$ cat src/rtl/rrb_pkg.sv
package rrb_pkg;

  typedef enum logic [2:0] {
    S_IDLE,
    S_RECV,
    S_DROP,
    S_FLUSH,
    S_FINAL
  } rx_state_e;

  // bytes an entry spans: header plus payload, rounded up to a dword
  function automatic logic [17:0] entry_span(input logic [15:0] n);
    return ({2'b00, n} + 18'd7) & ~18'd3;
  endfunction

endpackage

$ cat src/rtl/rrb_fit_check.sv
module rrb_fit_check
  import rrb_pkg::*;
#(
  parameter int PTR_W = 11
)(
  input  logic [PTR_W-1:0] wr_ptr,
  input  logic [PTR_W-1:0] rd_ptr,
  input  logic [PTR_W-1:0] mask,
  input  logic [15:0]      n_bytes,
  output logic             fits
);

  logic [PTR_W-1:0] gap;
  logic [PTR_W:0]   free;
  logic [17:0]      need;

  always_comb begin
    gap  = (rd_ptr - wr_ptr) & mask;
    free = (gap == '0) ? {1'b0, mask} + 1'b1 : {1'b0, gap};
    // one dword must stay free so full never looks like empty
    need = entry_span(n_bytes) + 18'd4;
    fits = (need <= 18'(free));
  end

endmodule

$ cat src/rtl/rrb_rdptr.sv
module rrb_rdptr #(
  parameter int PTR_W = 11
)(
  input  logic             clk,
  input  logic             rst,
  input  logic             we,
  input  logic [15:0]      wdata,
  input  logic [PTR_W-1:0] mask,
  output logic [PTR_W-1:0] rd_q,
  output logic [PTR_W-1:0] rd_nxt
);

  logic [15:0] unbiased;

  always_comb begin
    unbiased = wdata + 16'd16;
    rd_nxt   = we ? (unbiased[PTR_W-1:0] & mask) : rd_q;
  end

  always_ff @(posedge clk) begin
    if (rst) rd_q <= '0;
    else     rd_q <= rd_nxt;
  end

endmodule

$ cat src/rtl/rrb_lane_pack.sv
module rrb_lane_pack (
  input  logic        clk,
  input  logic        rst,
  input  logic        take,
  input  logic [1:0]  lane,
  input  logic [7:0]  din,
  output logic [31:0] word,
  output logic [3:0]  be
);

  for (genvar g = 0; g < 4; g++) begin : g_lane
    if (g < 3) begin : g_store
      logic [7:0] acc_q;
      always_ff @(posedge clk) begin
        if (rst)                         acc_q <= '0;
        else if (take && lane == 2'(g))  acc_q <= din;
      end
      assign word[8*g +: 8] = (take && lane == 2'(g)) ? din : acc_q;
    end else begin : g_last
      assign word[8*g +: 8] = din;
    end
    assign be[g] = (2'(g) <= lane);
  end

endmodule

$ cat src/rtl/rx_ring_writer.sv
module rx_ring_writer
  import rrb_pkg::*;
#(
  parameter  int BASE_BYTES = 256,
  localparam int LEN_MAX    = BASE_BYTES * 8,
  localparam int PTR_W      = $clog2(LEN_MAX),
  localparam int MEM_DWORDS = (LEN_MAX + 16) / 4,
  localparam int MEM_AW     = $clog2(MEM_DWORDS)
)(
  input  logic              clk,
  input  logic              rst,
  input  logic [1:0]        size_code,
  input  logic              rx_valid,
  input  logic [7:0]        rx_data,
  input  logic              rx_last,
  input  logic [15:0]       rx_status,
  input  logic              rdp_we,
  input  logic [15:0]       rdp_wdata,
  input  logic              ovf_ack,
  output logic              mem_we,
  output logic [3:0]        mem_be,
  output logic [MEM_AW-1:0] mem_addr,
  output logic [31:0]       mem_wdata,
  output logic [15:0]       cur_addr,
  output logic              buf_empty,
  output logic              ovf_irq
);

  localparam logic [15:0] PLACEHOLDER = 16'hFFF0;

  rx_state_e        state_q;
  logic [PTR_W-1:0] wr_q, wr_nxt, rd_q, rd_nxt, size_mask, adv_ptr;
  logic [PTR_W-3:0] dw_mask, head_dw, data_dw;
  logic [15:0]      cnt_q, cnt_eff, idx, fin_status_q;
  logic             fits, take, ovf_set, in_frame, empty_q, ovf_q;
  logic [31:0]      pack_word;
  logic [3:0]       pack_be;
  logic [17:0]      span;

  always_comb begin
    size_mask = (PTR_W'(BASE_BYTES) << size_code) - PTR_W'(1);
    dw_mask   = size_mask[PTR_W-1:2];
    head_dw   = wr_q[PTR_W-1:2];
    cnt_eff   = (state_q == S_IDLE) ? 16'd0 : cnt_q;
    idx       = (state_q == S_FLUSH) ? cnt_q - 16'd1 : cnt_eff;
    data_dw   = (head_dw + (PTR_W-2)'(1) + idx[PTR_W-1:2]) & dw_mask;
    span      = entry_span(cnt_q);
    adv_ptr   = (wr_q + span[PTR_W-1:0]) & size_mask;
    in_frame  = (state_q == S_IDLE) || (state_q == S_RECV);
    take      = in_frame && rx_valid && fits;
    ovf_set   = in_frame && rx_valid && !fits;
    wr_nxt    = (state_q == S_FINAL) ? adv_ptr : wr_q;
  end

  rrb_fit_check #(.PTR_W(PTR_W)) u_fit (
    .wr_ptr  (wr_q),
    .rd_ptr  (rd_q),
    .mask    (size_mask),
    .n_bytes (cnt_eff + 16'd1),
    .fits    (fits)
  );

  rrb_rdptr #(.PTR_W(PTR_W)) u_rdptr (
    .clk    (clk),
    .rst    (rst),
    .we     (rdp_we),
    .wdata  (rdp_wdata),
    .mask   (size_mask),
    .rd_q   (rd_q),
    .rd_nxt (rd_nxt)
  );

  rrb_lane_pack u_pack (
    .clk  (clk),
    .rst  (rst),
    .take (take),
    .lane (idx[1:0]),
    .din  (rx_data),
    .word (pack_word),
    .be   (pack_be)
  );

  always_ff @(posedge clk) begin
    if (rst) begin
      state_q      <= S_IDLE;
      wr_q         <= '0;
      cnt_q        <= '0;
      fin_status_q <= '0;
      empty_q      <= 1'b1;
      ovf_q        <= 1'b0;
      mem_we       <= 1'b0;
      mem_be       <= '0;
      mem_addr     <= '0;
      mem_wdata    <= '0;
    end else begin
      mem_we  <= 1'b0;
      wr_q    <= wr_nxt;
      empty_q <= (wr_nxt == rd_nxt);
      if (ovf_set)      ovf_q <= 1'b1;
      else if (ovf_ack) ovf_q <= 1'b0;

      case (state_q)
        S_IDLE: begin
          if (take) begin
            mem_we    <= 1'b1;
            mem_be    <= 4'hF;
            mem_addr  <= MEM_AW'(head_dw);
            mem_wdata <= {PLACEHOLDER, 16'h0000};
            cnt_q     <= 16'd1;
            if (rx_last) begin
              fin_status_q <= rx_status;
              state_q      <= S_FLUSH;
            end else begin
              state_q <= S_RECV;
            end
          end else if (ovf_set && !rx_last) begin
            state_q <= S_DROP;
          end
        end
        S_RECV: begin
          if (take) begin
            cnt_q <= cnt_q + 16'd1;
            if (idx[1:0] == 2'd3 || rx_last) begin
              mem_we    <= 1'b1;
              mem_be    <= pack_be;
              mem_addr  <= MEM_AW'(data_dw);
              mem_wdata <= pack_word;
            end
            if (rx_last) begin
              fin_status_q <= rx_status;
              state_q      <= S_FINAL;
            end
          end else if (ovf_set) begin
            state_q <= rx_last ? S_IDLE : S_DROP;
          end
        end
        S_DROP: begin
          if (rx_valid && rx_last) state_q <= S_IDLE;
        end
        S_FLUSH: begin
          mem_we    <= 1'b1;
          mem_be    <= pack_be;
          mem_addr  <= MEM_AW'(data_dw);
          mem_wdata <= pack_word;
          state_q   <= S_FINAL;
        end
        S_FINAL: begin
          mem_we    <= 1'b1;
          mem_be    <= 4'hF;
          mem_addr  <= MEM_AW'(head_dw);
          mem_wdata <= {cnt_q, fin_status_q};
          state_q   <= S_IDLE;
        end
        default: state_q <= S_IDLE;
      endcase
    end
  end

  assign cur_addr  = 16'(wr_q);
  assign buf_empty = empty_q;
  assign ovf_irq   = ovf_q;

  // entries start on dword boundaries
  a_r5_aligned: assert property (@(posedge clk) disable iff (rst)
    cur_addr[1:0] == 2'b00);

  // the write pointer only moves once the header rewrite has been issued
  a_r5_advance_after_final: assert property (@(posedge clk) disable iff (rst)
    !$stable(cur_addr) |-> $past(state_q) == S_FINAL);

  // first accepted byte leads to a full placeholder header write
  a_r3_placeholder: assert property (@(posedge clk) disable iff (rst)
    (state_q == S_IDLE && take) |=> (mem_we && mem_be == 4'hF && mem_wdata[31:16] == 16'hFFF0));

  // empty flag agrees with the two pointer registers
  a_r7_empty: assert property (@(posedge clk) disable iff (rst)
    buf_empty == (wr_q == rd_q));

  // a dropped frame writes nothing further
  a_r8_drop_silent: assert property (@(posedge clk) disable iff (rst)
    state_q == S_DROP |-> !mem_we);

  // overflow flag holds until acknowledged
  a_r9_ovf_hold: assert property (@(posedge clk) disable iff (rst)
    (ovf_irq && !ovf_ack) |=> ovf_irq);

  // input gap assumption while the tail of a frame is written
  a_r10_gap: assert property (@(posedge clk) disable iff (rst)
    (state_q == S_FLUSH || state_q == S_FINAL) |-> !rx_valid);

endmodule

$ cat config.mk
export PLATFORM = sky130hd
export DESIGN_NAME = rx_ring_writer
export DESIGN_NICKNAME = d
export VERILOG_FILES = /design/src/rtl/rrb_pkg.sv /design/src/rtl/rrb_fit_check.sv /design/src/rtl/rrb_rdptr.sv /design/src/rtl/rrb_lane_pack.sv /design/src/rtl/rx_ring_writer.sv
export SDC_FILE = /design/constraint.sdc
export NUM_CORES = 1
export LEC_CHECK = 0
export BUFFER_PORTS_ARGS = -buffer_cell sky130_fd_sc_hd__buf_4
export CORE_MARGIN = 2
export CORE_UTILIZATION = 30
export DETAILED_ROUTE_END_ITERATION = 6
export PLACE_DENSITY = 0.52
export SETUP_SLACK_MARGIN = 0.15
export SLEW_MARGIN = 0
export SYNTH_ARGS = -nofsm -noshare
export SYNTH_HDL_FRONTEND = slang
export SYNTH_SLANG_ARGS = --single-unit
export TNS_END_PERCENT = 50
$ cat constraint.sdc
create_clock -name clk -period 8 [get_ports clk]
set_input_delay 1.6 -clock clk [delete_from_list [all_inputs] [get_ports clk]]
set_output_delay 1.6 -clock clk [all_outputs]
set_load 0.02 [all_outputs]
==> out/summary.txt <==
Finished Layout Cells = 1560
Area Growth Syn to Fin = 17.5%
endpoints failing hold = 0
Hold Startpoint = fin_status_q[4]$_SDFFE_PP0P_
ys flop type = dfxtp_1
io pins = 113
vias = 8198
Post-synth EDFFs = 0
Initial Utilization = 30.5%
PwrDens = 183 nW/um2
Setup Skew = 11.4 ps
post-synth top area cell = dfxtp_1
vias per inst = 5.26
Seq/Total Area, Yosys = 29.0%
Worst Hold Class = reg2reg
flops & latches, synth = 127
Reg2Reg Launch Point = state_q[2]$_SDFFE_PP0P_
fraction of layout cells with a size suffix above 1 = 15.9%
H-tree depth = 4
final WL = 26.8 mm
crit path kind = reg2reg
Die Span Y = 175 um
PnR worst setup slack = 976 ps
unrepaired setup endpoints after global routing = no
startpoint types = flip-flop
Synth top area share = 29.0%
Root Driver = clkbuf_16
wire per inst = 17.2 um
# port buffers = 99
mapped cell area = 8780 um2
Cell Area, Placed = 9710 um2
Clock transition at path regs = 70 ps
Req. time, crit path = 8260 ps
ranking of synthesized cells by area = dfxtp_1 29%, mux2i_1 6.2%, nor2_1 6.1%
post-CTS setup buffers = 0
die area = 30600 um2
library cells used by synthesis = 87
clk buf depth = 2
critical path endpoint category = flip-flop
status = finished, final reports clean
CP Max Fanout = 18
cell area after layout = 10300 um2
maxcap violations = 0
final-stage net count = 1254
Post-synth ARST share = 0%
synth warn = 0
antenna violations before repair = 1
Detail Placement HPWL = 19.6 mm
final hold slack = 485 ps
DIE WIDTH = 175 um
largest net degree at the start of global routing = 81
maximum vdd drop = 0.000138 V
Avg Cell Area, Syn = 7.92 um2
total CTS buffers = 17
placed cell count = 1527
top post-synthesis cells by count = 142 x nor2_1, 127 x dfxtp_1, 104 x nand2_1
row cnt = 62
Worst-Margin Slew = 1170 ps
Fmax = 0.142 GHz
GP Congestion = 0.856
fill count = 3065
GRT Util Overall = 17.3%
leakage = 3.93 nW
post-cts sizing count = 0
CP startpoint = state_q[2]$_SDFFE_PP0P_
critical path arrival = 7280 ps
# setup viols final = 0
Starting DRT DRC Count = 628
crit path time final = 7020 ps
dpl ws = 1050 ps
Overflow after GRT = 0
most instantiated library cell after synthesis = nor2_1
Remaining DRCs = 0
crit share post-route = 87.8%
clock latency on the worst-skew pair = 430 ps
CTS tree = done
Total Power = 1.89 mW
number of global-route vias before repair = 7523
Core Util, Final = 35.8%
number of routed nets with antenna violations = 0
first-pass GRT wire length = 42.0 mm
Slew HR = 21.7%
max-slew violations = 0
clock sink count = 127
Core Box Area = 28800 um2
CTS hold repair buffers = 0
Pre-antenna DRT Iters = 5
Synth Instances = 1108
Setup TNS = 0 ps
final timing paths:
path | to | slack [ps] | cells after the start
setup / recovery | mem_wdata[17]$_SDFFE_PP0P_ | 980 | 23
hold / removal | mem_wdata[4]$_SDFFE_PP0P_ | 490 | 2
setup reg to reg | mem_wdata[17]$_SDFFE_PP0P_ | 980 | 23
hold reg to reg | mem_wdata[4]$_SDFFE_PP0P_ | 490 | 2
critical path: stages (launching register included):
cell,delay [ps]
dfxtp_1,440
nor3_1,620
nor2_1,190
ha_1,380
nor2b_1,200
o311ai_2,390
a211oi_1,130
o32ai_1,400
and2_1,200
a21boi_1,230
nand2_1,90
xor2_1,160
ha_1,220
a211oi_1,210
o211ai_1,110
o221a_2,250
o21ai_0,140
a21oi_1,100
a211o_1,290
a211oi_4,540
o211ai_1,320
a21oi_2,690
buf_4,400
a311oi_1,140
metal layers:
layer | global-route usage (%) | vias up | wire, um
li1 | - | 4064 | -
met5 | 0 | - | 0
met2 | 26.4 | 191 | 12100
met3 | 2.85 | 18 | 1250
met4 | 4.13 | 0 | 289
met1 | 25.1 | 3925 | 13200
placed cells by master (no fill, tap or decap), types with 14 or more instances in the layout:
cell       instances
o21ai_0           36
xor2_1            14
buf_4            106
ha_1              42
dfxtp_1          127
inv_1             51
nand2_1          104
nor2_1           141
clkbuf_16         17
mux2_2            15
xnor2_1           35
a311oi_1          28
and2_1            15
a21oi_1           48
mux2i_1           54
nand3_1           25
nor3_1            75
layout make-up:
type,count,area [um2],area share (%)
Multi-Input combinational cell,859,5700,55.3
Antenna cell,1,2.50,0.0243
Timing Repair Buffer,106,796,7.72
Inverter,51,191,1.86
Clock inverter,15,173,1.67
Sequential cell,127,2540,24.7
Clock buffer,17,425,4.13
Tap cell,384,480,4.66
logic make-up after synthesis:
logic type / after synthesis / share of synthesized area (%)
mux: 76 / 9.02
other cells: 2 / 0.0856
simple gates: 456 / 25.3
compound gates: 223 / 18.5
fa+ha+maj: 44 / 6.44
buf+inv: 130 / 6.59
xor+xnor: 50 / 5.08
flops: 127 / 29.0
sequential cells by signal, indices dropped and copies added, names as in the netlist, 3 cells and up:
signal	cells
cnt_q	16
mem_be	4
wr_q	9
fin_status_q	16
mem_addr	9
u_rdptr.rd_q	11
mem_wdata	32
state_q	3
u_pack.g_lane.g_store.acc_q	24
report_power, final:
part           leakage [nW]  switching, mW  total (mW)  internal [mW]
Combinational          2.61          0.236       0.385          0.148
Clock                 0.280          0.353       0.798          0.445
Sequential             1.04         0.0309       0.709          0.678
Total                  3.93          0.620        1.89           1.27
(Power assumes the default switching activity.)
